**src/rtl/gpio_trio_pkg.sv**
```systemverilog
package gpio_trio_pkg;
   localparam int unsigned ADDR_W = 2;
   typedef enum logic [ADDR_W-1:0] {
      SEL_PIN  = 2'd0,
      SEL_OUT  = 2'd1,
      SEL_DIR  = 2'd2,
      SEL_NONE = 2'd3
   } reg_sel_e;
endpackage

```
**src/rtl/gpio_sync.sv**
```systemverilog
module gpio_sync #(
   parameter int unsigned W      = 3,
   parameter int unsigned STAGES = 2
) (
   input  logic         clk,
   input  logic         rst_n,
   input  logic [W-1:0] d,
   output logic [W-1:0] q
);
   if (STAGES == 0) begin : g_bypass
      assign q = d;
   end else begin : g_chain
      logic [W-1:0] stg [STAGES];
      always_ff @(posedge clk or negedge rst_n) begin
         if (!rst_n) begin
            for (int i = 0; i < STAGES; i++) stg[i] <= '0;
         end else begin
            stg[0] <= d;
            for (int i = 1; i < STAGES; i++) stg[i] <= stg[i-1];
         end
      end
      assign q = stg[STAGES-1];
   end
endmodule

```
**src/rtl/gpio_regs.sv**
```systemverilog
module gpio_regs
   import gpio_trio_pkg::*;
#(
   parameter int unsigned NPIN = 3,
   parameter int unsigned DW   = 8
) (
   input  logic            clk,
   input  logic            rst_n,
   input  logic [ADDR_W-1:0] addr,
   input  logic            wr,
   input  logic [DW-1:0]   wdata,
   output logic [NPIN-1:0] lat_q,
   output logic [NPIN-1:0] dir_q
);
   logic unused_hi;
   assign unused_hi = ^wdata;

   logic hit_out, hit_dir;
   assign hit_out = wr && (addr == SEL_PIN || addr == SEL_OUT);
   assign hit_dir = wr && (addr == SEL_DIR);

   always_ff @(posedge clk or negedge rst_n) begin
      if (!rst_n) begin
         lat_q <= '0;
         dir_q <= '1;
      end else begin
         if (hit_out) lat_q <= wdata[NPIN-1:0];
         if (hit_dir) dir_q <= wdata[NPIN-1:0];
      end
   end
endmodule

```
**src/rtl/gpio_rdmux.sv**
```systemverilog
module gpio_rdmux
   import gpio_trio_pkg::*;
#(
   parameter int unsigned NPIN = 3,
   parameter int unsigned DW   = 8
) (
   input  logic [ADDR_W-1:0] addr,
   input  logic [NPIN-1:0] pin_s,
   input  logic [NPIN-1:0] ana_sel,
   input  logic [NPIN-1:0] lat_q,
   input  logic [NPIN-1:0] dir_q,
   output logic [DW-1:0]   rdata
);
   always_comb begin
      rdata = '0;
      unique case (reg_sel_e'(addr))
         SEL_PIN:  rdata[NPIN-1:0] = pin_s & ~ana_sel;
         SEL_OUT:  rdata[NPIN-1:0] = lat_q;
         SEL_DIR:  rdata[NPIN-1:0] = dir_q;
         default:  rdata = '0;
      endcase
   end
endmodule

```
**src/rtl/gpio_trio_port.sv**
```systemverilog
module gpio_trio_port
   import gpio_trio_pkg::*;
#(
   parameter int unsigned NPIN        = 3,
   parameter int unsigned DW          = 8,
   parameter int unsigned SYNC_STAGES = 2
) (
   input  logic                clk,
   input  logic                rst_n,
   input  logic [ADDR_W-1:0]   bus_addr,
   input  logic                bus_wr,
   input  logic [DW-1:0]       bus_wdata,
   output logic [DW-1:0]       bus_rdata,
   input  logic [NPIN-1:0]     ana_sel,
   input  logic [NPIN-1:0]     pin_in,
   output logic [NPIN-1:0]     pin_out,
   output logic [NPIN-1:0]     pin_oe
);
   if (NPIN == 0 || NPIN > DW) begin : g_bad_width
      $error("gpio_trio_port: NPIN must be between 1 and DW");
   end
   if (SYNC_STAGES == 1) begin : g_bad_sync
      $error("gpio_trio_port: SYNC_STAGES must be 0 or at least 2");
   end

   logic [NPIN-1:0] pin_s, lat_q, dir_q;

   gpio_sync #(.W(NPIN), .STAGES(SYNC_STAGES)) u_sync (
      .clk(clk), .rst_n(rst_n), .d(pin_in), .q(pin_s)
   );

   gpio_regs #(.NPIN(NPIN), .DW(DW)) u_regs (
      .clk(clk), .rst_n(rst_n), .addr(bus_addr), .wr(bus_wr),
      .wdata(bus_wdata), .lat_q(lat_q), .dir_q(dir_q)
   );

   gpio_rdmux #(.NPIN(NPIN), .DW(DW)) u_rd (
      .addr(bus_addr), .pin_s(pin_s), .ana_sel(ana_sel),
      .lat_q(lat_q), .dir_q(dir_q), .rdata(bus_rdata)
   );

   assign pin_out = lat_q;
   assign pin_oe  = ~dir_q;
endmodule

```
**config.mk**
```make
export PLATFORM = sky130hd
export DESIGN_NAME = gpio_trio_port
export DESIGN_NICKNAME = d
export VERILOG_FILES = /design/src/rtl/gpio_trio_pkg.sv /design/src/rtl/gpio_sync.sv /design/src/rtl/gpio_regs.sv /design/src/rtl/gpio_rdmux.sv /design/src/rtl/gpio_trio_port.sv
export SDC_FILE = /design/constraint.sdc
export NUM_CORES = 1
export LEC_CHECK = 0
export BUFFER_PORTS_ARGS = -buffer_cell sky130_fd_sc_hd__buf_2
export CAP_MARGIN = 20
export CORE_ASPECT_RATIO = 0.9
export CORE_MARGIN = 5
export CORE_UTILIZATION = 28
export CTS_BUF_LIST = sky130_fd_sc_hd__clkbuf_4 sky130_fd_sc_hd__clkbuf_8
export DETAILED_ROUTE_END_ITERATION = 10
export SLEW_MARGIN = 20
export SYNTH_ARGS = -nofsm -noshare
export SYNTH_HDL_FRONTEND = slang
export SYNTH_SLANG_ARGS = --single-unit
export TNS_END_PERCENT = 50
```
**constraint.sdc**
```tcl
create_clock -name clk -period 1 [get_ports clk]
set_clock_uncertainty 0.05 [all_clocks]
set_input_delay 0.05 -clock clk [delete_from_list [all_inputs] [get_ports clk]]
set_output_delay 0.05 -clock clk [all_outputs]
set_load 0.02 [all_outputs]
```
==> results.json <==
{
  "status": "finished with violations",
  "violations": "setup timing",
  "place.gp.congestion": 0.6000,
  "synthToLayoutAreaGrowth_pct": 54.20,
  "num_rows": 15,
  "cts_tree": "done",
  "clkPwrFrac_pct": 24.9,
  "setup_tns_ps": -1427,
  "yosysWarnings": 0,
  "num_vias": 415,
  "gr-usage-all-layers_pct": 8.218,
  "place_area_um2": 709.4,
  "dieArea_um2": 2960,
  "globalRouteOverflowTotal": 0,
  "dr.pass1.iters": 4,
  "path_class": "flop to output pin",
  "p_seq_share_pct": 44.5,
  "clock_path_buffers": 2,
  "fin_nets": 98,
  "htreeDepth": 1,
  "p_comb_share_pct": 30.5,
  "ios": 33,
  "final_cell_mix": "buf_2, dfrtp_1, dlygate4sd3_1",
  "yosysUniqueCellTypes": 14,
  "cp.required_ps": 900,
  "grt_pass1_vias": 419,
  "syn_inst": 43,
  "path_max_fanout": 1,
  "slew_violations": 0,
  "crit_cells": 3,
  "synth-main-ff-cell": "dfrtp_1",
  "yosys.area.top_type": "dfrtp_1",
  "reg2reg_depth": 2,
  "fmax_mhz": 745.0,
  "p_int_uw": 943.6,
  "core_um2": 1896,
  "die_x_um": 56.80,
  "rsz0062_at_grt": "true",
  "synth-seq-area-share_pct": 55.10,
  "cp.buffers_inverters": 1,
  "drtIter0Drc": 3,
  "cpPeakStageDelay_ps": 370,
  "grt_pass1_wl_um": 1835,
  "ant_nets": 0,
  "setup_viol": 6,
  "clkLatencyLatePin_ps": 260,
  "hp-class": "primary input to flop",
  "clk_pin_slew_worst_paths_ps": 70,
  "synth_top_area_share_pct": 40.82,
  "avgSynthCellArea_um2": 12.83,
  "mostFrequentLayoutCell": "buf_2",
  "drv_cap": 0,
  "post-route-util_pct": 44.88,
  "drc": 0,
  "grt_max_degree": 13,
  "cts_root_buffer": "clkbuf_4",
  "syn_area_um2": 551.8,
  "fin_area_um2": 850.8,
  "antenna_cells": 0,
  "cp.arrival_ps": 1240,
  "hold_depth": 3,
  "hpwl_um": 884.4,
  "power_density_nw_per_um2": 1542,
  "antenna_found_initial": 0,
  "io_buffer_count": 22,
  "yosys-top-cells-area": "dfrtp_1, dfstp_2, mux2_2, buf_4, or3b_1",
  "irDropWorstVdd_mv": 0.9089,
  "fin_crit_sh_pct": 134.2,
  "min_period_ps": 1342,
  "ys_seq_elements": 12,
  "p_leak_nw": 0.4119,
  "numCtsBuffers": 3,
  "power.switching_uw": 368.7,
  "layout-drive-gt1-share_pct": 60.26,
  "fill_cells": 189,
  "wirelength_um": 1091,
  "clock-sinks": 12,
  "initial_utilization_pct": 29.11,
  "routedWlPerCell_um": 10.59,
  "critical_path.cell_chain": "or3b_4 -> a22oi_2 -> buf_6",
  "async_reset_ff_share_pct": 100.0,
  "post_cts_buffers": 0,
  "fin_ws_ps": -342.2,
  "swShare_pct": 28.10,
  "vias_per_cell": 4.029,
  "slowest_stage": "or3b_4",
  "hold_violations": 0,
  "chipHeight_um": 52.12,
  "critPathLaunchType": "flop",
  "crit_family": "simple AND/OR/NAND/NOR gates",
  "end_kind": "output pin",
  "synth_edf_count": 0
}
==> power groups by stage <==
| stage | logic, mW | clock network (mW) | registers [mW] |
|---|---|---|---|
| after floorplan | 0.183 | 0 | 0.612 |
| after global placement | 0.335 | 0 | 0.589 |
| after detailed placement | 0.339 | 0 | 0.593 |
| after CTS | 0.391 | 0.345 | 0.585 |
| after global routing | 0.433 | 0.366 | 0.593 |
| final | 0.401 | 0.327 | 0.584 |
==> cells by family after synthesis <==
| family | synth area share [%] |
|---|---|
| compound gates | 6.802 |
| buf+inv | 11.79 |
| flops | 55.10 |
| mux | 12.24 |
| other cells | 0.6796 |
| simple gates | 13.38 |
==> cells in the mapped netlist, drive strengths merged, types with 3 or more instances <==
| master | count |
|---|---|
| a21oi | 3 |
| inv | 3 |
| a22oi | 3 |
| or3b | 3 |
| buf | 6 |
| dfrtp | 9 |
| nand2b | 3 |
| mux2 | 6 |
| dfstp | 3 |
==> through the flow <==
step | power, mW | hold slack (ps) | worst slack (ps) | instances
2_1_floorplan | 0.7951 | -295.6 | -97.56 | 47
3_5_place_dp | 0.9317 | -114.1 | -69.11 | 92
3_3_place_gp | 0.9242 | -115.6 | -77.86 | 92
5_1_grt | 1.392 | 108.1 | -419.2 | 103
4_1_cts | 1.321 | 106.8 | -363.8 | 103
6_report | 1.312 | 111.4 | -342.2 | 103
==> worst register-to-register path, stage by stage (launching register included) <==
cell	delay (ps)
dfstp_2	530
buf_4	100
mux2_2	130
==> area by class of cell <==
class                      count  area [um^2]  area share (%)
clock buffer                   4        30.03           3.529
inverter                       3        11.26           1.324
tap                           25        31.28           3.676
sequential                    12        304.0           35.74
timing repair buffer          34        259.0           30.44
multi-input combinational     25        215.2           25.29
==> state kept, by name, summed over array words and instances (netlist names) <==
| signal | cells |
|---|---|
| u_regs.dir_q | 3 |
| u_regs.lat_q | 3 |
| u_sync.g_chain.stg | 3 |
| u_sync.q | 3 |
==> path summary, 6_finish.rpt <==
path,startpoint,slack (ps),endpoint
setup reg to reg,u_regs.dir_q[2],140,u_regs.dir_q[2]
min in group asynchronous,rst_n,130,u_sync.q[2]
max in group asynchronous,rst_n,510,u_regs.dir_q[0]
hold reg to reg,u_sync.g_chain.stg[3],300,u_sync.q[0]
hold / removal,bus_wr,110,u_regs.dir_q[0]
setup / recovery,u_sync.q[1],-340,bus_rdata[1]
==> what timing repair did <==
| item | 4_1_cts | 5_1_grt |
|---|---|---|
| hold buffers | 7 | 0 |
| gates resized for setup | 8 | 5 |
| endpoints found under the hold margin | 21 | 0 |
| endpoints found under the setup margin | 6 | 6 |
==> metal layers <==
metal	vias up	routed length, um	GRT usage, %	part of all wire [%]
met4	0	5	4.633	0.46
li1	204	-	-	-
met1	190	448	9.313	41
met2	19	540	13.27	49
met5	-	0	0	0
met3	2	96	3.226	8.8
Power figures use the tool's default switching activity.
